--- config.mk ---
export PLATFORM = sky130hd
export DESIGN_NAME = uart_tx_fc
export DESIGN_NICKNAME = d
export VERILOG_FILES = /design/src/rtl/uart_tx_fc.sv
export SDC_FILE = /design/constraint.sdc
export NUM_CORES = 1
export LEC_CHECK = 0
export ABC_AREA = 1
export CAP_MARGIN = 5
export CORE_ASPECT_RATIO = 2
export CORE_MARGIN = 2
export CORE_UTILIZATION = 45
export DETAILED_ROUTE_END_ITERATION = 12
export GPL_TIMING_DRIVEN = 0
export PLACE_DENSITY_LB_ADDON = 0.1
export SYNTH_ARGS = -nofsm -noshare
export SYNTH_HDL_FRONTEND = slang
export SYNTH_SLANG_ARGS = --single-unit
--- constraint.sdc ---
create_clock -name clk -period 2.7 [get_ports clk]
set_input_delay 0.27 -clock clk [delete_from_list [all_inputs] [get_ports clk]]
set_output_delay 0.27 -clock clk [all_outputs]
set_load 0.005 [all_outputs]
--- src/rtl/uart_tx_fc.sv ---
module uart_tx_fc (
  input  logic       clk,
  input  logic       rst_n,
  input  logic       bit_en,
  input  logic [1:0] cfg_len,
  input  logic       cfg_par_en,
  input  logic       cfg_par_odd,
  input  logic       cfg_stop2,
  input  logic       cfg_cts_en,
  input  logic       cfg_auto_rts,
  input  logic       cmd_enable,
  input  logic       cmd_disable,
  input  logic       cmd_reset,
  input  logic       cmd_brk_on,
  input  logic       cmd_brk_off,
  input  logic       cmd_rts_set,
  input  logic       cmd_rts_clr,
  input  logic       wr_en,
  input  logic [7:0] wr_data,
  input  logic       cts_n,
  output logic       txd,
  output logic       rts,
  output logic       tx_ready,
  output logic       tx_empty
);
  localparam int SW = 11;

  logic          en_r, hold_v, busy, brk_req, brk_on, txd_r;
  logic [7:0]    hold_d;
  logic [SW-1:0] sh;
  logic [3:0]    cnt;

  wire [3:0]    dlen      = 4'd5 + {2'b00, cfg_len};
  wire [7:0]    dmask     = hold_d & (8'hFF >> (2'd3 - cfg_len));
  wire          pbit      = cfg_par_en ? (^dmask ^ cfg_par_odd) : 1'b1;
  wire [SW-1:0] frame_c   = {3'b000, dmask} | ({10'h3FF, pbit} << dlen);
  wire [3:0]    nrem      = dlen + {3'b000, cfg_par_en} + 4'd1 + {3'b000, cfg_stop2};
  wire          cts_block = cfg_cts_en & cts_n;
  wire          sendable  = hold_v & (en_r | cfg_auto_rts) & ~cts_block;
  wire          start_ok  = sendable & ~brk_on;

  assign tx_ready = en_r & ~hold_v;
  assign tx_empty = ~hold_v & ~busy;
  assign txd      = txd_r & ~brk_on;

  always_ff @(posedge clk or negedge rst_n) begin
    if (!rst_n) begin
      en_r <= 1'b0; hold_v <= 1'b0; busy <= 1'b0; brk_req <= 1'b0; brk_on <= 1'b0;
      txd_r <= 1'b1; hold_d <= '0; sh <= '1; cnt <= '0;
    end else if (cmd_reset) begin
      en_r <= 1'b0; hold_v <= 1'b0; busy <= 1'b0; brk_req <= 1'b0; brk_on <= 1'b0;
      txd_r <= 1'b1; cnt <= '0;
    end else begin
      if (tx_ready && wr_en) begin
        hold_v <= 1'b1;
        hold_d <= wr_data;
      end
      if (bit_en) begin
        if (busy && cnt != 4'd0) begin
          txd_r <= sh[0];
          sh    <= {1'b1, sh[SW-1:1]};
          cnt   <= cnt - 4'd1;
        end else if (start_ok) begin
          busy   <= 1'b1;
          txd_r  <= 1'b0;
          sh     <= frame_c;
          cnt    <= nrem;
          hold_v <= 1'b0;
        end else begin
          busy  <= 1'b0;
          txd_r <= 1'b1;
          if (brk_req && !sendable) brk_on <= 1'b1;
        end
      end
      if (cmd_enable) en_r <= 1'b1;
      if (cmd_brk_on && en_r) brk_req <= 1'b1;
      if (cmd_brk_off || cmd_disable) begin
        brk_req <= 1'b0;
        brk_on  <= 1'b0;
      end
      if (cmd_disable) en_r <= 1'b0;
    end
  end

  always_ff @(posedge clk or negedge rst_n) begin
    if (!rst_n) rts <= 1'b0;
    else if (cfg_auto_rts && !en_r && !hold_v && !busy) rts <= 1'b0;
    else if (cmd_rts_clr) rts <= 1'b0;
    else if (cmd_rts_set) rts <= 1'b1;
  end
endmodule

Word level (Yosys, flattened, before mapping)
Cells that the tools add are included.
{"block": "classes", "bitwise_logic": 16, "add_sub_neg": 6, "n_eq_ne": 3, "n_shift": 2, "reduce_logical": 27, "muxes": 35}
{"operator": "$mux W1", "n": 29}
{"operator": "$mux W11", "n": 2}
{"operator": "$reduce_bool A3 Y1", "n": 6}
{"operator": "$mux W4", "n": 4}
{"operator": "$or A8 B11 Y11", "n": 1}
{"operator": "$shl A11 B4 Y11", "n": 1}
{"operator": "$add A4 B1 Y4", "n": 2}
{"operator": "$and A8 B8 Y8", "n": 1}
{"operator": "$reduce_xor A8 Y1", "n": 1}
{"operator": "$shr A8 B2 Y8 const A", "n": 1}
{"operator": "$and A1 B1 Y1", "n": 7}
{"operator": "$logic_and A1 B1 Y1", "n": 7}
{"operator": "$ne A3 B2 Y1 const B", "n": 2}
{"operator": "$reduce_and A2 Y1", "n": 3}
{"operator": "$not A1 Y1", "n": 5}
{"operator": "$add A3 B2 Y4 const A", "n": 1}
{"operator": "$add A4 B1 Y4 const B", "n": 1}
{"operator": "$logic_not A1 Y1", "n": 4}
{"operator": "$reduce_and A4 Y1", "n": 1}
{"operator": "$reduce_bool A2 Y1", "n": 2}
{"operator": "$reduce_bool A4 Y1", "n": 1}
{"operator": "$sub A4 B1 Y4 const B", "n": 1}
{"operator": "$reduce_and A3 Y1", "n": 1}
{"operator": "$ne A2 B2 Y1 const B", "n": 1}
{"operator": "other kinds (4)", "n": 4}
{"block": "word_totals", "word_cells": 99, "inputBits": 27, "out_inout_bits": 4, "reg_bits": 30}

Longest topological paths before layout
Gate-level depths: netlist of run 1.
{"block": "depth", "ltp_word": 11, "ltp_mapped": 17, "depth_no_buf": 17}

Least setup slack after synthesis of run 1
OpenSTA, ideal clock, no wires.
{"block": "synth_path", "path_kind": "in2reg", "start": "input port cfg_len[0]", "end": "register cnt[2]", "setup_slack_ps": 1032, "path_buffers": 0, "required_ps": 2571, "arrival_ps": 1539, "setup_ps": 129, "cell_stages": 8, "path_cell_list": "inv_1 -> ha_1 -> inv_1 -> fa_1 -> xnor2_1 -> nand2_1 -> o21ai_0 -> o22ai_1"}
{"block": "synth_via", "elab_chain_len": 8}
{"element": "start: declaration", "line": "5", "source": "input logic [1:0] cfg_len,"}
{"element": "$add A3 B2 Y4", "line": "33", "source": "wire [3:0] dlen = 4'd5 + {2'b00, cfg_len};"}
{"element": "$add A4 B1 Y4 (3 in a row)", "line": "37", "source": "wire [3:0] nrem = dlen + {3'b000, cfg_par_en} + 4'd1 + {3'b000, cfg_stop2};"}
{"element": "$mux W4", "line": "63", "source": "end else if (start_ok) begin"}
{"element": "$mux W4", "line": "59", "source": "if (busy && cnt != 4'd0) begin"}
{"element": "$mux W4", "line": "58", "source": "if (bit_en) begin"}
{"element": "$mux W4", "line": "50", "source": "end else if (cmd_reset) begin"}
{"element": "end signal: assignment", "line": "62", "source": "cnt <= cnt - 4'd1;"}
{"element": "end signal: assignment", "line": "67", "source": "cnt <= nrem;"}
{"element": "end: declaration", "line": "31", "source": "logic [3:0] cnt;"}
Every way passes these cells. The select of a mux whose other input is x is not followed.
A chain may end at the register's enable or synchronous reset.

Worst setup path after layout of run 1
Ends and elaborated chain as after synthesis.

==> results of run 1 <==
[path summary, 6_finish.rpt]
path | depth (start not counted) | to | slack, ps
max | 9 | cnt[2] | 460
min | 1 | cnt[3] | 450
max reg2reg | 10 | sh[2] | 990
min reg2reg | 2 | sh[8] | 470
max in group asynchronous | 2 | sh[3] | 1610
min in group clk | 2 | sh[8] | 470
[worst max-delay path, delay by kind of cell]
kind / cells / cell delay, ps
compound gates: 2 / 210
xor+xnor: 1 / 150
fa+ha+maj: 2 / 850
buf+inv: 3 / 860
simple gates: 1 / 60
[cells by family after synthesis]
family                     Yosys count
DFF                                 30
buffers and inverters               39
muxes                                2
adders and majority gates            8
AOI/OAI and AO/OA                   37
and+or+nand+nor                    116
xor gates and xnor gates             2
[routing by layer]
layer,vias up,global-route usage
met2,30,0.383
met4,0,0.0905
met3,5,0.0415
met1,733,0.197
met5,-,0
li1,826,-
[stage by stage]
| step | total power [uW] | std cells | hold WS [ps] | instance area (um^2) | utilization |
|---|---|---|---|---|---|
| global route | 1400 | 324 | 482 | 2270 | 0.591 |
| detailed placement | 940 | 316 | 457 | 2180 | 0.567 |
| finish | 1310 | 324 | 446 | 2270 | 0.591 |
| global placement | 929 | 315 | 455 | 2150 | 0.560 |
| CTS | 1330 | 324 | 461 | 2270 | 0.591 |
| floorplan | 826 | 234 | -25.6 | 1790 | - |
[sequential cells by signal, summed over array words and instances (netlist names)]
| signal | flops |
|---|---|
| brk_on | 1 |
| hold_d | 8 |
| brk_req | 1 |
| en_r | 1 |
| rts | 1 |
| busy | 1 |
| sh | 11 |
| cnt | 4 |
| txd_r | 1 |
| hold_v | 1 |
[placed cells by master (no fill, tap or decap), drive strengths merged]
cell type	count
nand2	63
nor2	34
inv	34
clkdlybuf4s50	30
dfrtp	18
o21ai	14
a21oi	13
nand3	13
dfstp	12
ha	7
clkbuf	7
buf	5
nor3	3
o22ai	3
o211ai	3
mux2	2
nand4	2
o2111ai	1
nor4	1
a2111o	1
a311oi	1
a21boi	1
xor2	1
xnor2	1
fa	1
clkinv	1
clkinvlp	1
[cell type report]
type	count	area [um^2]	area share
well taps	51	63.8	0.0281
clock buffers	6	82.6	0.0363
inverters	34	128	0.0561
flip-flops and latches	30	766	0.337
plain buffers	5	35.0	0.0154
clock inverters	2	12.5	0.00550
repair buffers	31	328	0.144
multi-input cells	165	858	0.378
[power by group]
group / switching [uW] / total, uW / leakage, uW / internal, uW
registers: 43.2 / 598 / 0.000351 / 555
logic: 183 / 334 / 0.000719 / 150
clock network: 171 / 375 / 0.0000472 / 204
==> flow_summary.toml, run 1 <==
[floorplanning]
dieWidth_um = 48.6
top_level_ports = 31
die_area_um2 = 4520
die_h_um = 93.1
coreArea_um2 = 3840
initial_core_util = 0.465
num_rows = 32

[clock_tree]
cts_buffers = 5
clock-root-buffer = "clkbuf_8"
cts_max_path_buffers = 2
ctsResizeCount = 0
cts.sinks = 30
hold_buffers = 0
cts.clk_slew.worst_paths_ps = 70
clock_latency_ps = 280
postCtsSetupBuffers = 0
cts_tree = "built"
ctsHtreeMaxLevel = 2

[setup_path]
max_stage_delay_ps = 590
cp-end-kind = "flip-flop"
worstReg2RegStart = "cnt[0]"
crit_arrival_ps = 2400
critPathKind = "in -> reg"
critPathRequiredTime_ps = 2860
critPathSlowestCell = "clkdlybuf4s50_1"
path_cells = "clkdlybuf4s50_1, inv_1, ha_1, inv_1, fa_1, xnor2_1, nand2_1, o21ai_0, o22ai_1"
critPathLaunchType = "input pin"
cp_max_fo = 5
cp_common_cell = "inv_1"
crit_start = "cfg_len[0]"

[yosys]
yosysMostFrequentCell = "nand2_1"
synth_top_area_frac = 0.252
synth_cells = 234
synth_top_family_by_area = "simple AND/OR/NAND/NOR gates"
synthArstFlopShare = 1.00
yosys.area.top_type = "dfrtp_1"
synth_area_um2 = 1790
yosys.area_share.simple = 0.279
synth_edf_count = 0
synth_cell_type_count = 31
synthTopCellsByArea = "dfrtp_1, dfstp_2, nand2_1, nor2_1, inv_1"
synth-xor-area-share = 0.00980
ys.flop_type = "dfrtp_1"
synth-compound-area-share = 0.119
ys_ff_latch = 30
synth_common_cells = "nand2_1, nor2_1, inv_1"
yosysSeqAreaShare = 0.429
yosysWarnings = 0
syn_nets = 269
synthesis.area_per_instance_um2 = 7.64
synthAdderAreaFrac = 0.0602
synth.area.mux_share = 0.0126

[power_and_ir_drop]
leakagePower_uw = 0.00112
power_density_nw_per_um2 = 575
peakVddDrop_mv = 0.449

[finish]
fill_cells = 380
antenna_cells = 0
syn_to_final_growth_pct = 27.2
drive_gt1_frac = 0.161
final_nets = 307

[route]
drtAntennaViolNets = 0
vias_per_cell = 4.92
dr.pass1.iters = 4
wl_met2_um = 2200
drtIter0Drc = 26
routedWlPerCell_um = 12.1
m1WireLength_um = 1540
vias = 1594
wl_met3_um = 132
highest_layer = "met4"
drc = 0
wl_um = 3930

[sta]
relSlewSlack = 0.464
fmax_ghz = 0.447
period_needed_ps = 2240
tightest_slew_ps = 801
fin_skew_ps = 8.26
maxSlewViolCount = 0
final-hold-violation-count = 0
setup_ws_ps = 461
period_share = 0.829
setup_viol = 0
fin_setup_tns_ps = 0
rsz0062_at_grt = "no"

[global_route]
grt_pass1_vias = 1672
grt_usage = 0.198
grt_overflow = 0
antenna_found_initial = 0
grt_start_max_net_pins = 17
grt_pass1_wl_um = 6980

[placed_design]
dpl.hpwl_um = 3130
dp_slack_ps = 183
gp_congestion = 0.895
portBuffers = 30

[min_path]
hold_path.class = "in -> async"

[run]
cap_violations = 0

[outcome]
status = "finished clean"
(Power assumes the default switching activity.)
==> run 2: changes to the inputs <==
clock period = 2.1 ns   (was 2.7 ns; I/O delays follow)
==> flow_summary.toml, run 2 (same netlist as run 1, synthesis figures left out) <==
[setup_path]
critPathKind = "in -> reg"
crit_arrival_ps = 2140
cp-end-kind = "flip-flop"
r2r_slack_ps = 390
max_stage_delay_ps = 500
timing.rr.end = "sh[2]"
crit_buf_inv = 3
critPathSlowestCell = "clkdlybuf4s50_1"
cp_common_cell = "inv_1"
path_cells = "clkdlybuf4s50_1, inv_1, ha_2, inv_1, fa_1, xnor2_1, nand2_1, o21ai_0, o22ai_1"
critPathLaunchType = "input pin"
r2r_cells = 10
critPathRequiredTime_ps = 2260
worstReg2RegStart = "cnt[0]"
critPathTopFamily = "adder cells"
cp_max_fo = 5

[clock_tree]
clock-root-buffer = "clkbuf_8"
cts_tree = "built"
ctsHtreeMaxLevel = 2
cts_buffers = 5
clock_latency_ps = 280
cts.clk_slew.worst_paths_ps = 70
cts.sinks = 30
cts_max_path_buffers = 2

[sta]
period_share = 0.939
maxSlewViolCount = 0
fmax_ghz = 0.507
fin_skew_ps = 8.26
tightest_slew_ps = 801
fin_setup_tns_ps = 0
relSlewSlack = 0.464
final-hold-violation-count = 0
setup_viol = 0
rsz0062_at_grt = "no"
period_needed_ps = 1970

[floorplanning]
num_rows = 32
die_area_um2 = 4520
die_h_um = 93.1
top_level_ports = 31
coreArea_um2 = 3840
initial_core_util = 0.465
dieWidth_um = 48.6

[min_path]
hold_path.class = "in -> async"

[finish]
reg_top3 = "sh x11, hold_d x8, cnt x4"
layout_commonest_cell = "nand2_1"
largest_register_ffs = 11
syn_to_final_growth_pct = 27.5
antenna_cells = 0
regMostFlops = "sh"
final_nets = 307
utilization = 0.592
drive_gt1_frac = 0.165
layout_common_cells = "nand2_1, nor2_1, inv_1"

[global_route]
grt_start_max_net_pins = 17
grt_pass1_vias = 1672
antenna_found_initial = 0
grt_usage = 0.198
grt_pass1_wl_um = 6980
grt_overflow = 0

[power_and_ir_drop]
leakagePower_uw = 0.00113
finalPower_uw = 1680
peakVddDrop_mv = 0.577
power_density_nw_per_um2 = 738

[route]
drc = 0
drtAntennaViolNets = 0
dr.pass1.iters = 4
routedWlPerCell_um = 12.1
vias_per_cell = 4.93
wl_um = 3920
vias = 1598
drtIter0Drc = 27

[placed_design]
portBuffers = 30
gp_congestion = 0.895
dpl.hpwl_um = 3130

[run]
cap_violations = 0

[outcome]
status = "finished clean"
run 2: stage by stage:
step / instances / worst slack, ps / hold WS [ps] / instance area (um^2)
after floorplan: 234 / 492 / -85.6 / 1790
after global placement: 315 / -335 / 455 / 2150
after detailed placement: 316 / -357 / 457 / 2180
after CTS: 324 / 112 / 401 / 2270
after global routing: 324 / 5.31 / 462 / 2280
final: 324 / 128 / 386 / 2280
run 2: cell type report:
| class | instances | area, um^2 |
|---|---|---|
| well taps | 51 | 63.8 |
| clock inverters | 2 | 12.5 |
| flip-flops and latches | 30 | 766 |
| plain buffers | 5 | 35.0 |
| clock buffers | 6 | 82.6 |
| inverters | 34 | 128 |
| multi-input cells | 165 | 861 |
| fillers | 380 | 1570 |
| repair buffers | 31 | 329 |
run 2: timing repair:
action / CTS / global route
setup buffers: 0 / 0
setup endpoints to repair: 2 / 1
pin swaps: 0 / 0
resized for setup: 2 / 1
hold buffers: 0 / 0
run 2: per-layer routing:
layer	track usage	wire length [um]	vias to the layer above
li1	-	-	826
met1	0.197	1540	735
met2	0.383	2200	32
met3	0.0415	138	5
met4	0.0905	51	0
met5	0	0	-
run 2: worst register-to-register path, delay by kind of cell, from the launching register on:
kind,cells,cell delay (ps)
AO/OA/AOI/OAI,2,200
adder cells (fa/ha/maj),1,190
buffers and inverters,2,310
flip-flops,1,380
AND/OR/NAND/NOR,5,570
run 2: worst max-delay path by stage:
| stage | from | end | cells past startpoint |
|---|---|---|---|
| floorplan | cfg_len[0] | cnt[2] | 8 |
| global placement | cfg_len[0] | cnt[2] | 9 |
| detailed placement | cfg_len[0] | cnt[2] | 9 |
| CTS | cfg_par_en | cnt[2] | 11 |
| global route | cfg_len[1] | cnt[2] | 9 |
| finish | cfg_len[1] | cnt[2] | 9 |
run 2: where the power goes:
| part | total (uW) | switching [uW] | internal, uW |
|---|---|---|---|
| sequential | 769 | 55.5 | 713 |
| combinational | 429 | 236 | 193 |
| clock | 482 | 219 | 263 |
| total | 1680 | 511 | 1170 |
